<file path="config.mk">
export PLATFORM = sky130hd
export DESIGN_NAME = err_cnt_bank
export DESIGN_NICKNAME = d
export VERILOG_FILES = /design/src/rtl/evc_pkg.sv /design/src/rtl/evc_cell.sv /design/src/rtl/evc_snap_ctrl.sv /design/src/rtl/evc_rd_port.sv /design/src/rtl/err_cnt_bank.sv
export SDC_FILE = /design/constraint.sdc
export NUM_CORES = 1
export LEC_CHECK = 0
export CORE_ASPECT_RATIO = 0.75
export CORE_UTILIZATION = 45
export DETAILED_ROUTE_END_ITERATION = 10
export PLACE_DENSITY = 0.64
export SLEW_MARGIN = 5
export SYNTH_ARGS = -nofsm -noshare
export SYNTH_HDL_FRONTEND = slang
export SYNTH_SLANG_ARGS = --single-unit
</file>
<file path="constraint.sdc">
create_clock -name clk -period 2.6 [get_ports clk]
set_input_delay 0.52 -clock clk [delete_from_list [all_inputs] [get_ports clk]]
set_output_delay 0.52 -clock clk [all_outputs]
set_load 0.02 [all_outputs]
</file>
<file path="src/rtl/evc_pkg.sv">
package evc_pkg;
  localparam int NUM_CNT = 5;
  localparam int CNT_W   = 16;
  localparam int SEL_W   = $clog2(NUM_CNT + 1);
  typedef enum logic [2:0] {
    EV_CODE  = 3'd0,
    EV_FRAME = 3'd1,
    EV_CRC   = 3'd2,
    EV_BLOCK = 3'd3,
    EV_PRBS  = 3'd4
  } evc_idx_e;
endpackage

</file>
<file path="src/rtl/evc_cell.sv">
module evc_cell #(
  parameter int W = 16
) (
  input  logic         clk,
  input  logic         rst_n,
  input  logic         evt,
  input  logic         clr,
  output logic [W-1:0] hold
);
  localparam logic [W-1:0] MAXV = {W{1'b1}};
  logic [W-1:0] cnt;

  always_ff @(posedge clk or negedge rst_n) begin
    if (!rst_n) begin
      cnt  <= '0;
      hold <= '0;
    end else if (clr) begin
      hold <= cnt;
      cnt  <= {{(W-1){1'b0}}, evt};
    end else if (evt && cnt != MAXV) begin
      cnt <= cnt + 1'b1;
    end
  end


  a_r4_no_overflow: assert property (@(posedge clk) disable iff (!rst_n)
    (cnt == MAXV && !clr) |=> cnt == MAXV);

  a_r5_restart: assert property (@(posedge clk) disable iff (!rst_n)
    clr |=> cnt == {{(W-1){1'b0}}, $past(evt)});

  a_r1_step: assert property (@(posedge clk) disable iff (!rst_n)
    (!clr && evt && cnt != MAXV) |=> cnt == $past(cnt) + 1'b1);
endmodule

</file>
<file path="src/rtl/evc_snap_ctrl.sv">
module evc_snap_ctrl (
  input  logic clk,
  input  logic rst_n,
  input  logic tick,
  input  logic mode_demand,
  input  logic latch_wr,
  output logic busy,
  output logic snap
);
  always_ff @(posedge clk or negedge rst_n) begin
    if (!rst_n) busy <= 1'b0;
    else        busy <= mode_demand & latch_wr;
  end

  always_comb snap = mode_demand ? busy : tick;


  a_r3_busy_follows: assert property (@(posedge clk) disable iff (!rst_n)
    (mode_demand && latch_wr) |=> busy);

  a_r3_tick_ignored: assert property (@(posedge clk) disable iff (!rst_n)
    (mode_demand && !busy) |-> !snap);

  a_r2_no_busy_periodic: assert property (@(posedge clk) disable iff (!rst_n)
    !mode_demand |=> !busy);
endmodule

</file>
<file path="src/rtl/evc_rd_port.sv">
module evc_rd_port #(
  parameter int N     = 5,
  parameter int W     = 16,
  parameter int SEL_W = 3
) (
  input  logic                clk,
  input  logic                rst_n,
  input  logic [N-1:0][W-1:0] bufs,
  input  logic                rd_valid,
  input  logic [SEL_W-1:0]    rd_sel,
  output logic                rd_ready,
  output logic                rsp_valid,
  output logic [W-1:0]        rsp_data,
  input  logic                rsp_ready
);
  logic         take;
  logic [W-1:0] pick;

  always_comb begin
    rd_ready = !rsp_valid || rsp_ready;
    take     = rd_valid && rd_ready;
    pick     = '0;
    for (int i = 0; i < N; i++)
      if (rd_sel == SEL_W'(i)) pick = bufs[i];
  end

  always_ff @(posedge clk or negedge rst_n) begin
    if (!rst_n) begin
      rsp_valid <= 1'b0;
      rsp_data  <= '0;
    end else if (take) begin
      rsp_valid <= 1'b1;
      rsp_data  <= pick;
    end else if (rsp_ready) begin
      rsp_valid <= 1'b0;
    end
  end


  a_r7_hold: assert property (@(posedge clk) disable iff (!rst_n)
    (rsp_valid && !rsp_ready) |=> rsp_valid && $stable(rsp_data));

  a_r6_resp_after_take: assert property (@(posedge clk) disable iff (!rst_n)
    (rd_valid && rd_ready) |=> rsp_valid);
endmodule

</file>
<file path="src/rtl/err_cnt_bank.sv">
module err_cnt_bank #(
  parameter int NUM_CNT = evc_pkg::NUM_CNT,
  parameter int CNT_W   = evc_pkg::CNT_W,
  parameter int SEL_W   = evc_pkg::SEL_W
) (
  input  logic               clk,
  input  logic               rst_n,
  input  logic [NUM_CNT-1:0] evt_i,
  input  logic               sec_tick_i,
  input  logic               mode_demand_i,
  input  logic               latch_wr_i,
  output logic               latch_busy_o,
  input  logic               rd_valid_i,
  input  logic [SEL_W-1:0]   rd_sel_i,
  output logic               rd_ready_o,
  output logic               rsp_valid_o,
  output logic [CNT_W-1:0]   rsp_data_o,
  input  logic               rsp_ready_i
);
  logic                          snap;
  logic [NUM_CNT-1:0][CNT_W-1:0] bufs;

  evc_snap_ctrl u_ctrl (
    .clk(clk), .rst_n(rst_n), .tick(sec_tick_i), .mode_demand(mode_demand_i),
    .latch_wr(latch_wr_i), .busy(latch_busy_o), .snap(snap)
  );

  for (genvar g = 0; g < NUM_CNT; g++) begin : g_cell
    evc_cell #(.W(CNT_W)) u_cell (
      .clk(clk), .rst_n(rst_n), .evt(evt_i[g]), .clr(snap), .hold(bufs[g])
    );
  end

  evc_rd_port #(.N(NUM_CNT), .W(CNT_W), .SEL_W(SEL_W)) u_rd (
    .clk(clk), .rst_n(rst_n), .bufs(bufs), .rd_valid(rd_valid_i),
    .rd_sel(rd_sel_i), .rd_ready(rd_ready_o), .rsp_valid(rsp_valid_o),
    .rsp_data(rsp_data_o), .rsp_ready(rsp_ready_i)
  );


  a_r8_reset_quiet: assert property (@(posedge clk)
    !rst_n |=> !latch_busy_o && !rsp_valid_o);
endmodule

</file>
==> flow_metrics.py, run 1 <==
metrics = {
    "logic_synthesis": {
        "yosysUniqueCellTypes": 56,
        "synth-edff-count": 0,
        "async_flop_share_pct": 100,
        "postSynthCellCount": 954,
        "synth_nets": 974,
        "synthTopCellsByArea": "dfrtp_1 (51%), nand2_1 (13%), mux4_2 (4.1%), a21oi_1 (3.0%), o21ai_0 (2.9%)",
        "synth.most_common_cell": "nand2_1",
        "post-synth-top-area-fraction_pct": 50.7,
        "yosys.area.top_type": "dfrtp_1",
        "synth_area_mm2": 0.00878,
        "yosys_warnings": 0,
        "yosysSeqAreaShare_pct": 50.7,
        "synth.avg_cell_area_um2": 9.20,
        "synthFlopType": "dfrtp_1",
        "yosys_register_bits": 178,
        "synth_commonest_cells": "nand2_1 (308), dfrtp_1 (178), a21oi_1 (52)",
    },
    "grt": {
        "grt-ovfl-total": 0,
        "grt_pass1_wl_mm": 35.9,
        "antenna_found_initial": 0,
        "grt_pass1_vias": 6545,
        "grt_max_degree": 84,
        "grtUsageTotal_pct": 23.2,
    },
    "setup_path": {
        "crit_fanout": 3,
        "critPathCaptureType": "output pin",
        "crit_path_start_kind": "input port",
        "critPathKind": "input port to output pin",
        "arrival_ns": 1.72,
        "critPathRequiredTime_ns": 2.08,
    },
    "routing": {
        "final_antenna_net_count": 0,
        "first_pass_iters": 5,
        "drc": 0,
        "vias": 7237,
        "drt-total-wl_mm": 21.6,
        "routedWlPerCell_um": 17.3,
        "viasPerCell": 5.79,
        "drtIter0Drc": 616,
    },
    "timing": {
        "finalClockSkew_ns": 0.00740,
        "fmax_ghz": 0.446,
        "rsz0062_at_grt": "no",
        "tightest_slew_ns": 0.794,
        "finalHoldViolCount": 0,
        "setup_viol": 0,
        "maxSlewViolCount": 0,
        "timing.slew.headroom_pct": 46.8,
        "finalSetupTns_ns": 0,
        "period_minus_slack_ns": 2.24,
        "period_share_pct": 86.3,
    },
    "placement": {
        "gp_congestion": 0.818,
        "io_buffers": 33,
        "dp_hpwl_mm": 15.2,
        "placed_area_mm2": 0.00955,
    },
    "clock_network": {
        "clock_latency_ns": 0.44,
        "cts_made_buffers": 17,
        "cts-root-buf": "clkbuf_16",
        "clock_sinks": 178,
        "cts_buffer_depth": 2,
        "h-tree-depth": 4,
        "ctsHoldBuffers": 0,
        "cts_tree": "built",
        "post_cts_resized": 0,
        "post_cts_buffers": 0,
        "clk_pin_slew_ns": 0.07,
    },
    "power": {
        "ir_drop_mv": 0.452,
        "swShare_pct": 25.8,
        "p_int_mw": 4.52,
        "p_sw_mw": 1.57,
        "power.static_leakage_nw": 4.53,
        "power_mw": 6.10,
        "p_per_area_mw_per_mm2": 601,
        "pwr-share-comb_pct": 8.8,
        "p_seq_share_pct": 48.7,
        "clkPwrFrac_pct": 42.5,
    },
    "floorplan": {
        "rows": 43,
        "coreArea_mm2": 0.0188,
        "die-area_mm2": 0.0201,
        "initial_core_util_pct": 46.8,
        "pin_count": 34,
        "die_width_um": 163,
        "die_h_um": 123,
    },
    "layout": {
        "n_antenna_cell": 0,
        "drive_above_1_share_pct": 9.57,
        "syn_to_final_growth_pct": 15.6,
        "design_area_mm2": 0.0101,
        "fin_nets": 1010,
        "fillers": 1727,
    },
    "worst_hold_path": {
        "hp-class": "input port to async pin",
    },
    "run_status": {
        "status": "complete, no violations",
    },
    "flow_run": {
        "cap_violations": 0,
    },
}
## worst paths after layout
path / startpoint / slack [ns] / depth (start not counted) / to
min reg2reg: g_cell[1].u_cell.hold[4] / 0.47 / 2 / g_cell[1].u_cell.hold[4]
max in group asynchronous: rst_n / 1.80 / 2 / g_cell[2].u_cell.cnt[4]
min in group clk: g_cell[1].u_cell.hold[4] / 0.47 / 2 / g_cell[1].u_cell.hold[4]
max reg2reg: g_cell[1].u_cell.cnt[0] / 0.67 / 5 / g_cell[1].u_cell.cnt[3]
min: rst_n / 0.07 / 1 / g_cell[0].u_cell.cnt[1]
max: rsp_ready_i / 0.36 / 3 / rd_ready_o
## sequential cells by signal, summed over array words and instances, names as in the netlist
name and flops:
u_ctrl.busy 1, g_cell.u_cell.cnt 80, g_cell.u_cell.hold 80, u_rd.rsp_valid 1, u_rd.rsp_data 16
## logic make-up after synthesis
| family | after synthesis | synth area share (%) |
|---|---|---|
| compound gates | 190 | 14.0 |
| fa+ha+maj | 5 | 0.713 |
| buf+inv | 68 | 3.04 |
| flops | 178 | 50.7 |
| mux | 30 | 5.72 |
| simple gates | 483 | 25.8 |
## cells in the final DEF, fill, tap and decap left out, types with 3 or more instances in the layout
cell type / n
a2111o_1: 9
and4_1: 11
buf_12: 4
buf_4: 32
inv_1: 15
dfrtp_1: 178
clkinv_4: 6
clkdlybuf4s50_1: 32
o31ai_1: 17
o21ai_0: 51
or4_1: 18
nand3_1: 30
nor2_1: 15
a31oi_1: 6
a21oi_1: 52
o41ai_1: 8
a22oi_1: 16
or3_1: 9
nand4_1: 20
nor3_1: 17
and3_1: 15
o311ai_0: 7
nand2b_1: 13
and2_1: 3
nor4_1: 10
nand2_1: 308
mux4_2: 16
o21a_1: 3
a211o_1: 3
mux2i_1: 12
o211ai_1: 4
clkbuf_16: 17
ha_1: 5
a211oi_1: 5
## routing by layer
| metal | GRT usage, % | share of wire (%) | vias to the layer above |
|---|---|---|---|
| met5 | 0 | 0 | - |
| met4 | 5.61 | 0.95 | 0 |
| met3 | 4.73 | 5.5 | 17 |
| met2 | 32.4 | 43 | 162 |
| met1 | 36.5 | 50 | 3543 |
| li1 | - | - | 3515 |
## final cells by class
cell class / instances / area [um2] / area share [%]
Sequential cell: 178 / 4450 / 43.9
Multi-Input combinational cell: 708 / 4070 / 40.1
Timing Repair Buffer: 69 / 654 / 6.45
Clock buffer: 18 / 439 / 4.33
Tap cell: 247 / 309 / 3.05
Clock inverter: 14 / 158 / 1.55
Inverter: 16 / 60.1 / 0.592
## through the flow
step	instances	hold WS [ns]	util, %	worst slack, ns
after detailed placement	1218	0.454	50.9	0.217
after global routing	1250	0.108	54.0	0.275
after global placement	1218	0.450	50.9	0.252
after CTS	1250	0.103	54.0	0.339
after floorplan	954	0.224	-	0.684
final	1250	0.0704	54.0	0.356
## worst max-delay path, stage by stage
cell	delay, ns
clkdlybuf4s50_1	0.45
nand2b_1	0.14
clkdlybuf4s50_1	0.61
## power groups by stage
stage          clock (mW)  sequential, mW  combinational, mW
4_1_cts              2.65            2.97              0.542
3_5_place_dp            0            3.02              0.541
5_1_grt              2.78            2.98              0.605
6_report             2.59            2.97              0.534
3_3_place_gp            0            3.02              0.532
2_1_floorplan           0            2.99              0.297
(Power assumes the default switching activity.)
==> inputs of run 2 (changes only) <==
ABC_CLOCK_PERIOD_IN_PS = 1800   (was unset)
PLACE_DENSITY = 0.66   (was 0.64)
clock period = 1.8 ns   (was 2.6 ns; I/O delays follow)
==> run 2 against run 1 <==
Utilization grew 4.8 points. Hold slack improved by 0.34 ns. First-iteration DRC count decreased by 2.3%. Die area is the same. Largest power group unchanged. Global-route usage grew 1.5 points. Non-clock buffer count up 88. Clock skew increased by 0.00064 ns. Flip-flop and latch count is the same. Critical path depth fell by 2. Sequential share of layout area shrank 3.6 points.
==> flow_metrics.py, run 2 (synthesis results as in run 1) <==
metrics = {
    "setup_path": {
        "r2r-start": "g_cell[3].u_cell.cnt[0]",
        "critPathRequiredTime_ns": 1.44,
        "crit_start": "u_rd.rsp_data[15]",
        "cp_num_buf_inv": 1,
        "critPathCaptureType": "output pin",
        "max_stage_delay_ns": 0.61,
        "crit_end": "rsp_data_o[15]",
        "reg2regPathDepth": 6,
        "critPathSlowestCell": "clkdlybuf4s50_1",
        "arrival_ns": 1.40,
        "path_cells": "clkdlybuf4s50_1",
        "rr_endpoint": "g_cell[3].u_cell.cnt[11]",
        "critPathKind": "register to output pin",
        "rrSetupSlack_ns": 0.09,
        "crit_fanout": 2,
        "cp_top_family": "buffers and inverters",
        "cp_num_cells": 1,
        "crit_path_start_kind": "register",
    },
    "layout": {
        "reg_top3": "g_cell.u_cell.cnt x80, g_cell.u_cell.hold x80, u_rd.rsp_data x16",
        "fillers": 1614,
        "design_area_mm2": 0.0110,
        "drive_above_1_share_pct": 17.3,
        "regArea_mm2": 0.00446,
        "fin_nets": 1098,
        "final_common_cell": "nand2_1",
        "final_cell_mix": "nand2_1 (307), dfrtp_1 (176), buf_4 (108), a21oi_1 (52), o21ai_0 (51)",
        "syn_to_final_growth_pct": 25.9,
        "n_antenna_cell": 0,
        "final_cells": 1338,
        "multiInputGateArea_mm2": 0.00410,
    },
    "timing": {
        "timing.slew.headroom_pct": 71.3,
        "finalSetupTns_ns": 0,
        "period_share_pct": 97.7,
        "setup_ws_ns": 0.0418,
        "finalHoldViolCount": 0,
        "finalClockSkew_ns": 0.00805,
        "rsz0062_at_grt": "no",
        "maxSlewViolCount": 0,
        "setup_viol": 0,
        "tightest_slew_ns": 0.429,
        "fmax_ghz": 0.569,
        "period_minus_slack_ns": 1.76,
    },
    "grt": {
        "met1_usage_pct": 38.0,
        "grt_pass1_vias": 7090,
        "grt_pass1_wl_mm": 38.1,
        "grt-ovfl-total": 0,
        "antenna_found_initial": 0,
        "met3_usage_pct": 5.30,
        "grt_max_degree": 47,
        "grt_use_met2_pct": 36.0,
        "grtUsageTotal_pct": 24.7,
        "grt.busiest_layer": "met1",
    },
    "floorplan": {
        "die_width_um": 163,
        "coreArea_mm2": 0.0188,
        "die_h_um": 123,
        "initial_core_util_pct": 46.8,
        "die-area_mm2": 0.0201,
        "pin_count": 34,
        "rows": 43,
    },
    "placement": {
        "dp_slack_ns": -0.305,
        "placed_area_mm2": 0.0103,
        "gp_congestion": 0.850,
        "dp_hpwl_mm": 16.6,
        "io_buffers": 33,
        "placed_cells": 1304,
    },
    "routing": {
        "drt-total-wl_mm": 23.0,
        "final_antenna_net_count": 0,
        "vias": 7604,
        "drc": 0,
        "viasPerCell": 5.68,
        "first_pass_iters": 5,
        "routedWlPerCell_um": 17.2,
        "drtIter0Drc": 602,
    },
    "power": {
        "power_mw": 9.32,
        "power.static_leakage_nw": 5.21,
        "p_per_area_mw_per_mm2": 844,
        "ir_drop_mv": 0.524,
    },
    "clock_network": {
        "clk_pin_slew_ns": 0.07,
        "h-tree-depth": 4,
        "cts_tree": "built",
        "cts-root-buf": "clkbuf_16",
        "cts_made_buffers": 17,
        "clock_sinks": 178,
        "clock_latency_ns": 0.43,
        "cts_buffer_depth": 2,
    },
    "worst_hold_path": {
        "hp-class": "input port to async pin",
    },
    "flow_run": {
        "cap_violations": 0,
    },
    "run_status": {
        "status": "complete, no violations",
    },
}
-- run 2: how the worst min path moves through the flow --
stage	startpoint	endpoint	slack, ns
6_report	rst_n	g_cell[0].u_cell.cnt[15]	0.41
4_1_cts	rst_n	g_cell[0].u_cell.cnt[15]	0.42
2_1_floorplan	rst_n	g_cell[0].u_cell.cnt[0]	0.06
5_1_grt	rst_n	g_cell[0].u_cell.cnt[15]	0.44
3_3_place_gp	rst_n	g_cell[0].u_cell.cnt[15]	0.32
3_5_place_dp	rst_n	g_cell[0].u_cell.cnt[15]	0.31
-- run 2: per-stage QoR --
step                hold slack, ns  util [%]
floorplan                   0.0644         -
global placement             0.316      55.0
detailed placement           0.312      55.0
CTS                          0.421      58.5
global route                 0.439      58.8
finish                       0.410      58.8
-- run 2: where the power goes --
part	switching, mW	total [mW]	internal, mW
Sequential	0.127	4.27	4.14
Clock	1.58	4.10	2.52
Combinational	0.541	0.955	0.413
-- run 2: layout make-up --
cell class                      count  area share, %
Clock buffer                       25           4.57
Timing Repair Buffer              157           13.3
Clock inverter                      7           1.30
Inverter                           16          0.544
Multi-Input combinational cell    708           37.1
Sequential cell                   178           40.3
Tap cell                          247           2.80
-- run 2: metal layers --
| metal | routed length [um] | vias to the layer above |
|---|---|---|
| met4 | 177 | 0 |
| met3 | 1230 | 17 |
| met1 | 11400 | 3723 |
| li1 | - | 3679 |
| met2 | 10200 | 185 |
| met5 | 0 | - |
-- run 2: timing repair --
| action | 4_1_cts | 5_1_grt |
|---|---|---|
| setup endpoints to repair | 3 | 23 |
| buffers inserted | 0 | 1 |
| hold buffers | 1 | 0 |
| pin swaps | 0 | 1 |
| endpoints found under the hold margin | 36 | 0 |
| gates resized for setup | 3 | 20 |
==> inputs of run 3 (changes only) <==
PLACE_DENSITY = unset   (was 0.66)
==> run 3 against run 2 <==
Power is 3.4% lower. Die area stayed put. Sequential power hardly changed. Maximum frequency is 0.27% higher. Clock skew is 0.0029 ns higher. Wire length is 1.5% higher. First-iteration DRC count is 14% higher. Cell count is 1.0% higher. Utilization is 0.067 points higher. Sequential share of layout area hardly changed. Setup slack better by 0.0048 ns. Global-route usage is 0.056 points higher. Largest power group unchanged.
==> flow_metrics.py, run 3 (synthesis results as in run 1) <==
metrics = {
    "setup_path": {
        "critPathKind": "register to output pin",
        "crit_fanout": 2,
        "critPathRequiredTime_ns": 1.44,
        "critPathCaptureType": "output pin",
        "max_stage_delay_ns": 0.61,
        "critPathSlowestCell": "clkdlybuf4s50_1",
        "crit_path_start_kind": "register",
        "cp_top_family": "buffers and inverters",
        "cp_num_buf_inv": 1,
        "arrival_ns": 1.39,
        "rrSetupSlack_ns": 0.11,
        "path_cells": "clkdlybuf4s50_1",
    },
    "grt": {
        "grt_pass1_vias": 7014,
        "grt_pass1_wl_mm": 38.2,
        "antenna_found_initial": 0,
        "grt_use_met2_pct": 36.1,
        "grt.busiest_layer": "met1",
        "grt-ovfl-total": 0,
        "met3_usage_pct": 4.60,
        "grtUsageTotal_pct": 24.8,
        "met1_usage_pct": 38.1,
        "grt_max_degree": 55,
    },
    "power": {
        "clkPwrFrac_pct": 41.7,
        "pwr-share-comb_pct": 10.6,
        "p_int_mw": 6.75,
        "p_sw_mw": 2.25,
        "power.static_leakage_nw": 5.22,
        "swShare_pct": 25.1,
        "p_seq_share_pct": 47.6,
        "p_per_area_mw_per_mm2": 814,
        "ir_drop_mv": 0.529,
    },
    "layout": {
        "final_cell_mix": "nand2_1 (308), dfrtp_1 (176), buf_4 (126), a21oi_1 (52), o21ai_0 (51)",
        "reg_top3": "g_cell.u_cell.cnt x80, g_cell.u_cell.hold x80, u_rd.rsp_data x16",
        "n_antenna_cell": 0,
        "fin_nets": 1113,
        "final_common_cell": "nand2_1",
        "drive_above_1_share_pct": 18.3,
        "syn_to_final_growth_pct": 26.0,
    },
    "placement": {
        "dp_hpwl_mm": 17.1,
        "dp_slack_ns": -0.242,
        "io_buffers": 33,
        "gp_congestion": 0.865,
    },
    "run_status": {
        "status": "complete, no violations",
    },
    "routing": {
        "routedWlPerCell_um": 17.3,
        "viasPerCell": 5.66,
        "drt-total-wl_mm": 23.4,
        "final_antenna_net_count": 0,
        "drtIter0Drc": 685,
        "drc": 0,
        "vias": 7655,
        "first_pass_iters": 5,
    },
    "clock_network": {
        "cts_made_buffers": 17,
        "clock_sinks": 178,
        "cts-root-buf": "clkbuf_16",
        "clock_latency_ns": 0.43,
        "h-tree-depth": 4,
        "cts_tree": "built",
        "cts_buffer_depth": 2,
        "clk_pin_slew_ns": 0.07,
    },
    "timing": {
        "period_minus_slack_ns": 1.75,
        "rsz0062_at_grt": "no",
        "period_share_pct": 97.4,
        "setup_viol": 0,
        "finalClockSkew_ns": 0.0110,
        "timing.hold.ws_ns": 0.470,
        "tightest_slew_ns": 0.499,
        "finalHoldViolCount": 0,
        "timing.slew.headroom_pct": 66.7,
        "maxSlewViolCount": 0,
        "fmax_ghz": 0.570,
        "finalSetupTns_ns": 0,
        "setup_ws_ns": 0.0466,
    },
    "floorplan": {
        "die_h_um": 123,
        "rows": 43,
        "coreArea_mm2": 0.0188,
        "die-area_mm2": 0.0201,
        "pin_count": 34,
        "die_width_um": 163,
        "initial_core_util_pct": 46.8,
    },
    "worst_hold_path": {
        "hp-class": "input port to async pin",
    },
    "flow_run": {
        "cap_violations": 0,
    },
}
[run 3: what timing repair did]
action                                  4_1_cts  5_1_grt
hold buffers                                  1        0
buffers inserted                              0        0
endpoints found under the setup margin        5       21
hold endpoints to repair                     47        0
resized for setup                             5       15
[run 3: final timing paths]
path / to / start / depth (start not counted)
setup / recovery: rsp_data_o[9] / u_rd.rsp_data[9] / 1
hold / removal: u_rd.rsp_data[7] / rst_n / 2
setup reg to reg: g_cell[4].u_cell.cnt[5] / g_cell[4].u_cell.cnt[0] / 5
hold reg to reg: u_rd.rsp_data[11] / u_rd.rsp_data[11] / 2
max in group asynchronous: g_cell[3].u_cell.cnt[4] / rst_n / 3
min in group clk: u_rd.rsp_data[11] / u_rd.rsp_data[11] / 2
[run 3: power groups by stage]
stage | logic [mW] | clock network [mW] | registers [mW]
after global placement | 0.953 | 0 | 4.36
after global routing | 1.07 | 3.98 | 4.30
after floorplan | 0.429 | 0 | 4.32
after CTS | 0.962 | 3.80 | 4.28
final | 0.958 | 3.75 | 4.29
after detailed placement | 0.962 | 0 | 4.36
[run 3: metrics by stage]
| step | utilization [%] | cells | total power [mW] | cell area, um2 |
|---|---|---|---|---|
| 2_1_floorplan | - | 954 | 4.75 | 8780 |
| 3_3_place_gp | 55.5 | 1320 | 5.31 | 10400 |
| 3_5_place_dp | 55.5 | 1320 | 5.32 | 10400 |
| 4_1_cts | 58.6 | 1352 | 9.04 | 11000 |
| 5_1_grt | 58.9 | 1352 | 9.35 | 11100 |
| 6_report | 58.9 | 1352 | 9.00 | 11100 |
[run 3: final cells by class]
class	count	area [um2]
fillers	1655	7710
inverters	16	60.1
repair buffers	172	1540
clock inverters	9	105
well taps	247	309
multi-input cells	708	4110
flip-flops and latches	178	4460
clock buffers	22	484
[run 3: per-layer routing]
layer | vias up | wire length (um) | part of all wire, %
met5 | - | 0 | 0
li1 | 3709 | - | -
met3 | 17 | 1200 | 5.1
met4 | 0 | 215 | 0.92
met1 | 3729 | 11900 | 51
met2 | 200 | 10100 | 43
